<file path="config.mk">
export PLATFORM = sky130hd
export DESIGN_NAME = bmove_engine
export DESIGN_NICKNAME = d
export VERILOG_FILES = /design/src/rtl/bmove_pkg.sv /design/src/rtl/bmove_ctrl.sv /design/src/rtl/bmove_datapath.sv /design/src/rtl/bmove_engine.sv
export SDC_FILE = /design/constraint.sdc
export NUM_CORES = 1
export LEC_CHECK = 0
export BUFFER_PORTS_ARGS = -buffer_cell sky130_fd_sc_hd__buf_2
export CORE_MARGIN = 8
export CORE_UTILIZATION = 57
export DETAILED_ROUTE_END_ITERATION = 8
export PLACE_DENSITY = 0.88
export SKIP_LAST_GASP = 1
export SYNTH_ARGS = -nofsm -noshare
export SYNTH_HDL_FRONTEND = slang
export SYNTH_SLANG_ARGS = --single-unit
</file>
<file path="constraint.sdc">
create_clock -name clk -period 5.2 [get_ports clk]
set_clock_uncertainty 0.2 [all_clocks]
set_input_delay 1.04 -clock clk [delete_from_list [all_inputs] [get_ports clk]]
set_output_delay 1.04 -clock clk [all_outputs]
set_load 0.05 [all_outputs]
</file>
<file path="src/rtl/bmove_pkg.sv">
package bmove_pkg;
  localparam int NUM_PTR = 4;
  localparam int CODE_W  = 4;
  localparam logic [CODE_W-1:0] CODE_COUNT = 4'b0110;

  typedef enum logic [1:0] {
    MODE_BOTH_UP   = 2'd0,
    MODE_BOTH_DOWN = 2'd1,
    MODE_TO_FIXED  = 2'd2,
    MODE_FROM_FIXED = 2'd3
  } xferMode_t;

  typedef struct packed {
    logic load;
    logic readByte;
    logic captureByte;
    logic writeByte;
  } ctrlStrobe_t;

  function automatic logic ptrCodeOk(input logic [CODE_W-1:0] code);
    return (code >= 4'd1) && (code <= 4'(NUM_PTR));
  endfunction

  function automatic logic [1:0] ptrIdx(input logic [CODE_W-1:0] code);
    logic [CODE_W-1:0] t;
    t = code - 4'd1;
    return t[1:0];
  endfunction
endpackage

</file>
<file path="src/rtl/bmove_ctrl.sv">
module bmove_ctrl
  import bmove_pkg::*;
#(
  parameter int HEAD_CYC = 3,
  parameter int TAIL_CYC = 3
) (
  input  logic              clk,
  input  logic              rstN,
  input  logic              start,
  input  logic              pause,
  input  logic [CODE_W-1:0] srcCode,
  input  logic [CODE_W-1:0] dstCode,
  input  logic              countIsZero,
  input  logic              countIsOne,
  output ctrlStrobe_t       strobes,
  output logic              busy
);
  localparam int MAX_CYC = (HEAD_CYC > TAIL_CYC) ? HEAD_CYC : TAIL_CYC;
  localparam int PH_W = $clog2(MAX_CYC + 1);

  typedef enum logic [2:0] {
    ST_IDLE, ST_HEAD, ST_READ, ST_WAIT, ST_WRITE, ST_TAIL
  } state_t;

  state_t state, stateNext;
  logic [PH_W-1:0] phase, phaseNext;
  logic codesOk;

  assign codesOk = ptrCodeOk(srcCode) && ptrCodeOk(dstCode);
  assign busy = (state != ST_IDLE);

  always_comb begin
    stateNext = state;
    phaseNext = phase;
    strobes = '0;
    unique case (state)
      ST_IDLE: if (start && codesOk) begin
        strobes.load = 1'b1;
        stateNext = ST_HEAD;
        phaseNext = '0;
      end
      ST_HEAD: begin
        if (phase == PH_W'(HEAD_CYC - 1)) begin
          phaseNext = '0;
          stateNext = countIsZero ? ST_TAIL : ST_READ;
        end else begin
          phaseNext = phase + 1'b1;
        end
      end
      ST_READ: if (!pause) begin
        strobes.readByte = 1'b1;
        stateNext = ST_WAIT;
      end
      ST_WAIT: begin
        strobes.captureByte = 1'b1;
        stateNext = ST_WRITE;
      end
      ST_WRITE: begin
        strobes.writeByte = 1'b1;
        phaseNext = '0;
        stateNext = countIsOne ? ST_TAIL : ST_READ;
      end
      ST_TAIL: begin
        if (phase == PH_W'(TAIL_CYC - 1)) begin
          phaseNext = '0;
          stateNext = ST_IDLE;
        end else begin
          phaseNext = phase + 1'b1;
        end
      end
      default: stateNext = ST_IDLE;
    endcase
  end

  always_ff @(posedge clk) begin
    if (!rstN) begin
      state <= ST_IDLE;
      phase <= '0;
    end else begin
      state <= stateNext;
      phase <= phaseNext;
    end
  end

  // every write is the second cycle after its read
  a_r7_write_after_read: assert property (@(posedge clk) disable iff (!rstN)
    strobes.writeByte |-> $past(strobes.readByte, 2));

  // no access strobes while idle
  a_r9_quiet_when_idle: assert property (@(posedge clk) disable iff (!rstN)
    !busy |-> !(strobes.readByte || strobes.writeByte));

  // a bad pointer code leaves the engine idle
  a_r12_reject_bad_code: assert property (@(posedge clk) disable iff (!rstN)
    (!busy && start && !codesOk) |=> !busy);

  // while paused the engine never issues a read
  a_r11_pause_no_read: assert property (@(posedge clk) disable iff (!rstN)
    (pause && $past(strobes.writeByte)) |-> !strobes.readByte);
endmodule

</file>
<file path="src/rtl/bmove_datapath.sv">
module bmove_datapath
  import bmove_pkg::*;
#(
  parameter int REG_W  = 16,
  parameter int DATA_W = 8
) (
  input  logic              clk,
  input  logic              rstN,
  input  ctrlStrobe_t       strobes,
  input  logic              busy,
  input  logic [1:0]        modeIn,
  input  logic [CODE_W-1:0] srcCode,
  input  logic [CODE_W-1:0] dstCode,
  input  logic              regWrEn,
  input  logic [CODE_W-1:0] regWrCode,
  input  logic [REG_W-1:0]  regWrData,
  input  logic [DATA_W-1:0] memRData,
  output logic [REG_W-1:0]  memAddr,
  output logic              memRe,
  output logic              memWe,
  output logic [DATA_W-1:0] memWData,
  output logic              countIsZero,
  output logic              countIsOne,
  output logic [REG_W-1:0]  ptrOut [NUM_PTR],
  output logic [REG_W-1:0]  countW
);
  xferMode_t   modeQ;
  logic [1:0]  srcIdx, dstIdx;
  logic [DATA_W-1:0] byteQ;
  logic [REG_W-1:0] srcDelta, dstDelta;
  logic regWrite;

  assign regWrite = regWrEn && !busy;

  always_ff @(posedge clk) begin
    if (!rstN) begin
      modeQ  <= MODE_BOTH_UP;
      srcIdx <= '0;
      dstIdx <= '0;
    end else if (strobes.load) begin
      modeQ  <= xferMode_t'(modeIn);
      srcIdx <= ptrIdx(srcCode);
      dstIdx <= ptrIdx(dstCode);
    end
  end

  always_comb begin
    unique case (modeQ)
      MODE_BOTH_UP:    begin srcDelta = REG_W'(1); dstDelta = REG_W'(1); end
      MODE_BOTH_DOWN:  begin srcDelta = '1;        dstDelta = '1;        end
      MODE_TO_FIXED:   begin srcDelta = REG_W'(1); dstDelta = '0;        end
      default:         begin srcDelta = '0;        dstDelta = REG_W'(1); end
    endcase
  end

  for (genvar i = 0; i < NUM_PTR; i++) begin : g_ptr
    logic [REG_W-1:0] q;
    always_ff @(posedge clk) begin
      if (!rstN) begin
        q <= '0;
      end else if (regWrite && ptrCodeOk(regWrCode) && ptrIdx(regWrCode) == 2'(i)) begin
        q <= regWrData;
      end else if (strobes.readByte && srcIdx == 2'(i)) begin
        q <= q + srcDelta;
      end else if (strobes.writeByte && dstIdx == 2'(i)) begin
        q <= q + dstDelta;
      end
    end
    assign ptrOut[i] = q;
  end

  always_ff @(posedge clk) begin
    if (!rstN) begin
      countW <= '0;
    end else if (regWrite && regWrCode == CODE_COUNT) begin
      countW <= regWrData;
    end else if (strobes.writeByte) begin
      countW <= countW - 1'b1;
    end
  end

  always_ff @(posedge clk) begin
    if (!rstN) byteQ <= '0;
    else if (strobes.captureByte) byteQ <= memRData;
  end

  assign countIsZero = (countW == '0);
  assign countIsOne  = (countW == REG_W'(1));
  assign memRe    = strobes.readByte;
  assign memWe    = strobes.writeByte;
  assign memAddr  = strobes.writeByte ? ptrOut[dstIdx] : ptrOut[srcIdx];
  assign memWData = byteQ;

  // the port carries at most one access per cycle
  a_r7_single_access: assert property (@(posedge clk) disable iff (!rstN)
    !(memRe && memWe));

  // each written byte takes exactly one off the count
  a_r8_count_step: assert property (@(posedge clk) disable iff (!rstN)
    memWe |=> countW == REG_W'($past(countW) - 1'b1));

  // a register write during a transfer leaves the count alone
  a_r2_busy_write_ignored: assert property (@(posedge clk) disable iff (!rstN)
    (busy && regWrEn && !memWe) |=> $stable(countW));
endmodule

</file>
<file path="src/rtl/bmove_engine.sv">
module bmove_engine
  import bmove_pkg::*;
#(
  parameter int REG_W    = 16,
  parameter int DATA_W   = 8,
  parameter int HEAD_CYC = 3,
  parameter int TAIL_CYC = 3
) (
  input  logic              clk,
  input  logic              rstN,
  input  logic              start,
  input  logic [1:0]        mode,
  input  logic [3:0]        srcCode,
  input  logic [3:0]        dstCode,
  input  logic              pause,
  input  logic              regWrEn,
  input  logic [3:0]        regWrCode,
  input  logic [REG_W-1:0]  regWrData,
  output logic [REG_W-1:0]  memAddr,
  output logic              memRe,
  output logic              memWe,
  output logic [DATA_W-1:0] memWData,
  input  logic [DATA_W-1:0] memRData,
  output logic              busy,
  output logic [REG_W-1:0]  ptrX,
  output logic [REG_W-1:0]  ptrY,
  output logic [REG_W-1:0]  ptrU,
  output logic [REG_W-1:0]  ptrS,
  output logic [REG_W-1:0]  countW
);
  ctrlStrobe_t strobes;
  logic countIsZero, countIsOne;
  logic [REG_W-1:0] ptrOut [NUM_PTR];

  bmove_ctrl #(.HEAD_CYC(HEAD_CYC), .TAIL_CYC(TAIL_CYC)) u_ctrl (
    .clk(clk), .rstN(rstN), .start(start), .pause(pause),
    .srcCode(srcCode), .dstCode(dstCode),
    .countIsZero(countIsZero), .countIsOne(countIsOne),
    .strobes(strobes), .busy(busy)
  );

  bmove_datapath #(.REG_W(REG_W), .DATA_W(DATA_W)) u_dp (
    .clk(clk), .rstN(rstN), .strobes(strobes), .busy(busy),
    .modeIn(mode), .srcCode(srcCode), .dstCode(dstCode),
    .regWrEn(regWrEn), .regWrCode(regWrCode), .regWrData(regWrData),
    .memRData(memRData), .memAddr(memAddr), .memRe(memRe), .memWe(memWe),
    .memWData(memWData), .countIsZero(countIsZero), .countIsOne(countIsOne),
    .ptrOut(ptrOut), .countW(countW)
  );

  assign ptrX = ptrOut[0];
  assign ptrY = ptrOut[1];
  assign ptrU = ptrOut[2];
  assign ptrS = ptrOut[3];
endmodule

</file>
Yosys cells after proc, flatten, opt, wreduce, memory -nomap -nowiden:

Index checks and enable logic that the tools add are counted.

* register bits after elaboration: 99
* input port bits: 43
* output and inout bits: 107
* logic and storage cells: 134

* $add $sub $neg: 13
* $lt $le $gt $ge: 8
* equality and inequality tests: 23
* muxes and demuxes: 39
* bitwise operators: 2
* reduce and logical (&&, ||, !) cells: 38

Operators with widths (number)
* $mux W16: 19
* $add A16 B16 Y16: 8
* $bmux W16 S2: 2
* $pmux W16 S2: 2
* $logic_and A1 B1 Y1: 20
* $mux W3: 6
* $pmux W3 S6: 1
* $reduce_bool A3 Y1: 6
* $eq A16 B1 Y1 const B: 1
* $eq A2 B2 Y1 const B: 8
* $logic_not A16 Y1: 1
* $sub A16 B1 Y16 const B: 1
* $ge A4 B1 Y1 const B: 3
* $le A4 B3 Y1 const B: 3
* $eq A2 B1 Y1 const B: 4
* $logic_not A2 Y1: 4
* $eq A3 B2 Y1 const B: 2
* $eq A3 B3 Y1 const B: 2
* $ge A3 B3 Y1 const B: 2
* $mux W1: 6
* $ne A2 B1 Y1 const B: 3
* $not A2 Y3: 2
* $pmux W2 S3: 1
* $sub A2 B1 Y2 const B: 3
* 11 further kinds: 13

Depth between registers and ports, before layout:

* depth after elaboration: 6
* depth in mapped cells: 15
* depth with buffers taken out: 14

Modules after synthesis:

From an unflattened synthesis, not the netlist that was laid out.

* cell total of the unflattened synthesis: 994
* area total of the unflattened synthesis: 7741.2 µm²

Modules (own cells, without submodules)
* bmove_datapath: times used 1, cells an instance 945, area an instance 7355.8 µm², sequential area each 1881.8 µm²
* bmove_ctrl: times used 1, cells an instance 49, area an instance 385.4 µm², sequential area each 100.1 µm²

Worst setup path after synthesis:

No wires, ideal clock.

* path kind: input -> register
* from: in pause
* to: reg u_dp.g_ptr[1].q[14]
* library setup time: 95 ps
* arrival: 4317 ps
* required time: 4905 ps
* path slack: 587 ps
* stages: 14
* cell sequence: nor4b_4 > nand2_1 > nor2_1 > xnor2_1 > nand2_1 > ha_1 > fa_1 > a21oi_1 > o211a_1 > nor2_1 > a22o_1 > a41oi_1 > mux2_2 > a221oi_1

* longest elaborated chain between the ends: 5
* elaborated cells between the ends (all ways): 6

Ends and longest elaborated chain
* from (decl): line bmove_engine.sv:15 `input logic pause,`
* $mux W1 (*): line bmove_ctrl.sv:50 `ST_READ: if (!pause) begin`
* $mux W1 (*): line bmove_ctrl.sv:36 `unique case (state)`
* $logic_and A1 B1 Y1 (*): line bmove_datapath.sv:63 `end else if (strobes.readByte && srcIdx == 2'(i)) begin`
* $mux W16: line bmove_datapath.sv:63
* $mux W16: line bmove_datapath.sv:61 `end else if (regWrite && ptrCodeOk(regWrCode) && ptrIdx(regWrCode) == 2'(i)) begin`
* to (signal assigned): line bmove_datapath.sv:62 `q <= regWrData;`
* to (signal assigned): line bmove_datapath.sv:64 `q <= q + srcDelta;`
* to (signal assigned): line bmove_datapath.sv:66 `q <= q + dstDelta;`
* to (decl): line bmove_datapath.sv:57 `logic [REG_W-1:0] q;`

Mark *: on every way between the ends. The rest lies on a longest branch, timed or not.
A chain may end at the register's enable or synchronous reset.

Worst setup path in the final report:

* from: reg u_ctrl.state[0]
* to: out memAddr[4]

* longest elaborated chain between the ends: 3

Ends and longest elaborated chain
* from (decl): line bmove_ctrl.sv:25 `state_t state, stateNext;`
* from (signal assigned): line bmove_ctrl.sv:80 `state <= stateNext;`
* $eq A3 B3 Y1: line bmove_ctrl.sv:36
* $mux W1: line bmove_ctrl.sv:36
* $mux W16: line bmove_datapath.sv:91 `assign memAddr = strobes.writeByte ? ptrOut[dstIdx] : ptrOut[srcIdx];`
* to (decl): line bmove_engine.sv:19 `output logic [REG_W-1:0] memAddr,`

No other way between the ends.

==> results by group <==
Power
  – Tot Pwr: 2040 uW
  – Pwr/cell area: 229 nW/um^2
  – Combinational power share: 0.258
  – Total net switching power: between 700 and 800 uW
  – Power share of the sequential group: 0.415
  – Leakage: roughly 0.0040 uW
  – VDD IR max: roughly 0.00019 V
  – Clock share of power: 0.327
  – Pint: 1280 uW
  – Switching Fraction: 0.372

Placement
  – Port bufs: 149
  – Gpl congestion: around 0.98
  – DP HPWL: between 15 and 20 mm
  – Placed cells: roughly 1,300

Die
  – Num ports: 150
  – Die W: roughly 130 um
  – Die height: between 100 and 150 um
  – Starting Density: 0.586
  – Die area: 17,700 sq um
  – Row cnt: 42
  – Core area: around 13,000 sq um

Worst setup path
  – Setup CP Type: flop to output pin
  – FF-to-FF End: u_dp.g_ptr[1].q[14]
  – Reg2Reg Setup Slack: about 1.2 ns
  – Critical Path RT: 3.96 ns
  – Startpoint types: flop
  – Crit path capture: memAddr[4]
  – Worst Setup End Kind: output pin
  – CP startpoint: u_ctrl.state[0]
  – Reg2reg start: u_ctrl.state[0]
  – Register-to-Register Path Depth: 14
  – Max FO, Critical Path: 16
  – Crit path DAT: about 3.4 ns

Synthesis
  – Synth Area in Adders: 0.119
  – Synth cell types: 75
  – Compound-Gate Fraction of Synth Area: 0.316
  – Cell Area, Synth: roughly 7800 sq um
  – Post-synthesis mux area share: 0.00931
  – Cells after synthesis: 1,012
  – Synth Area in XOR/XNOR: 0.0551
  – Area share of the largest cell type after synthesis: 0.254
  – Net Count, Synth: 1,127
  – Synthesis-stage register bit count: slightly below 100
  – Area leader, netlist: dfxtp_1
  – Number of flops mapped to enable cells by yosys: 0
  – Commonest register cell after synthesis: dfxtp_1
  – Post-synthesis sequential area ratio: 0.254
  – Mean post-synth cell area: 7.70 sq um
  – Combinational family with the most area after synthesis: compound AO/OA/AOI/OAI gates
  – Largest cells by area after synthesis: dfxtp_1 25%, ha_1 11%, a21oi_1 8.0%
  – Yosys warns: 0
  – Async set-reset flop share out of synthesis: 0
  – Synth Area in Simple Gates: 0.203

Clock network
  – Root Driver: clkbuf_16
  – CTS HTree Levels: 3
  – Clk sinks: 99
  – CTS buffer count: 9
  – TritonCTS clock tree: yes
  – Clk Latency, worst-skew pair: roughly 0.36 ns
  – Clock slew at reported path FFs: roughly 0.070 ns
  – Hold buffers post-CTS: 0
  – Clk buf depth: 2
  – # Post-CTS Setup Buffers: 0
  – CTS-repair resized insts: 0

STA
  – Post-layout min period: 4.61 ns
  – Fmax: between 200 and 250 MHz
  – Unrepaired setup endpoints after global routing: false
  – Max_slew headroom: 0.149
  – Hold Fails Final Rpt: 0
  – Fin. max-slew vios: 0
  – Period utilisation layout: 0.887
  – Final setup viols: 0
  – Slew @ Worst Pin: ~1.3 ns
  – Setup TNS: 0 ns

Routing
  – Post-Route WL: between 20 and 30 mm
  – Via count: about 8,700
  – Detailed-router iteration count before antenna repair: 6
  – Final antenna-violating net count: 0
  – DR vias/cell: 6.63
  – Residual DRC: 0
  – DR WL/cell: around 20 um
  – DRT iter0 DRCs: about 990

Final layout
  – Most common cell after layout, fill and taps aside: buf_2
  – Filler Cells Inserted: around 1,100
  – Area delta synth->final: 14.1%
  – Layout cells sized above 1: 0.168
  – Finished Layout Cells: between 1,000 and 1,500
  – NumNets Final: between 1,000 and 1,500
  – Highest-count cells in the layout ignoring fill and taps: 149 x buf_2, 125 x nand2_1, 125 x a21oi_1

Global route
  – GRT Total Usage: 0.288
  – Number of global-route vias before repair: between 8,000 and 9,000
  – First-pass GRT wire length: about 41 mm
  – Initial antenna violation count: 2
  – GRT overflow: 0
  – Largest net degree at the start of global routing: between 50 and 60

Flow run
  – Max-Cap Viols: 0

Min path
  – Hold/Removal Path Class: flop to flop
  – Hold path startpoint: u_dp.memWData[4]

Run status
  – Status: completed
[cells by family (layout without fill, tap and decap cells)]
logic type,Yosys count,count (layout)
buffers and inverters,82,204
DFF,99,99
xor gates and xnor gates,49,49
AOI/OAI and AO/OA,374,374
muxes,7,7
other,0,3
adders and majority gates,72,72
and+or+nand+nor,329,329
[worst min-delay path by stage]
stage | end | slack, ns | depth (start not counted)
finish | u_dp.memWData[4] | 0.25 | 2
global route | u_dp.memWData[1] | 0.27 | 2
CTS | u_dp.memWData[3] | 0.25 | 2
detailed placement | u_dp.memWData[3] | 0.24 | 2
global placement | u_dp.memWData[0] | 0.24 | 2
floorplan | u_dp.dstIdx[1] | 0.28 | 2
[layout make-up]
type	instances	area, sq um	area share
inverters	31	118	0.0132
clock buffers	9	225	0.0253
repair buffers	157	806	0.0906
multi-input cells	831	5480	0.616
clock inverters	7	57.6	0.00647
diodes	3	7.51	0.000844
flip-flops and latches	99	1980	0.223
well taps	176	220	0.0248
[power groups by stage]
stage          clock, uW  sequential [uW]  combinational, uW
2_1_floorplan          0              918                316
3_3_place_gp           0              860                504
3_5_place_dp           0              862                513
4_1_cts              665              844                517
5_1_grt              704              851                563
6_report             667              847                526
[cells in the mapped netlist (7+ instances only)]
| cell type | instances |
|---|---|
| a21o_1 | 16 |
| a21oi_1 | 125 |
| nand4_1 | 8 |
| o21ai_0 | 50 |
| buf_2 | 12 |
| a22oi_1 | 35 |
| a31oi_1 | 11 |
| clkbuf_1 | 36 |
| a211oi_1 | 21 |
| nor3_1 | 22 |
| o31ai_1 | 7 |
| xnor2_1 | 26 |
| a22o_1 | 18 |
| nand2_1 | 125 |
| o21bai_1 | 10 |
| nor2_1 | 74 |
| ha_1 | 68 |
| inv_1 | 30 |
| nand3_1 | 39 |
| xor2_1 | 23 |
| or3_1 | 10 |
| dfxtp_1 | 99 |
| a221o_1 | 16 |
| o211ai_1 | 9 |
[registers in the layout, indices dropped and copies added (netlist names)]
register	flops
u_ctrl.phase	2
u_ctrl.state	3
u_dp.countW	16
u_dp.dstIdx	2
u_dp.g_ptr.q	64
u_dp.memWData	8
u_dp.modeQ	2
u_dp.srcIdx	2
[critical path, stage by stage (launching register included)]
cell      delay, ns
dfxtp_1        0.59
or3b_1         0.57
clkinv_2       0.30
nand3b_1       0.21
o21ai_1        0.42
a22o_1         0.45
a221o_1        0.27
buf_2          0.21
[routing by layer]
metal,up-vias,global-route usage,part of all wire
li1,4044,-,-
met1,4027,0.348,0.39
met2,538,0.436,0.43
met3,92,0.101,0.13
met4,2,0.159,0.048
met5,-,0,0.00031
[stage by stage]
step / setup WS, ns / utilization / cell area (sq um) / hold slack (ns)
6_report: 0.586 / 0.669 / 8890 / 0.254
3_3_place_gp: 0.710 / 0.647 / 8600 / 0.240
2_1_floorplan: 0.587 / - / 7790 / 0.282
4_1_cts: 0.681 / 0.668 / 8880 / 0.254
3_5_place_dp: 0.631 / 0.647 / 8600 / 0.244
5_1_grt: 0.390 / 0.668 / 8890 / 0.272
(Power assumes the default switching activity.)
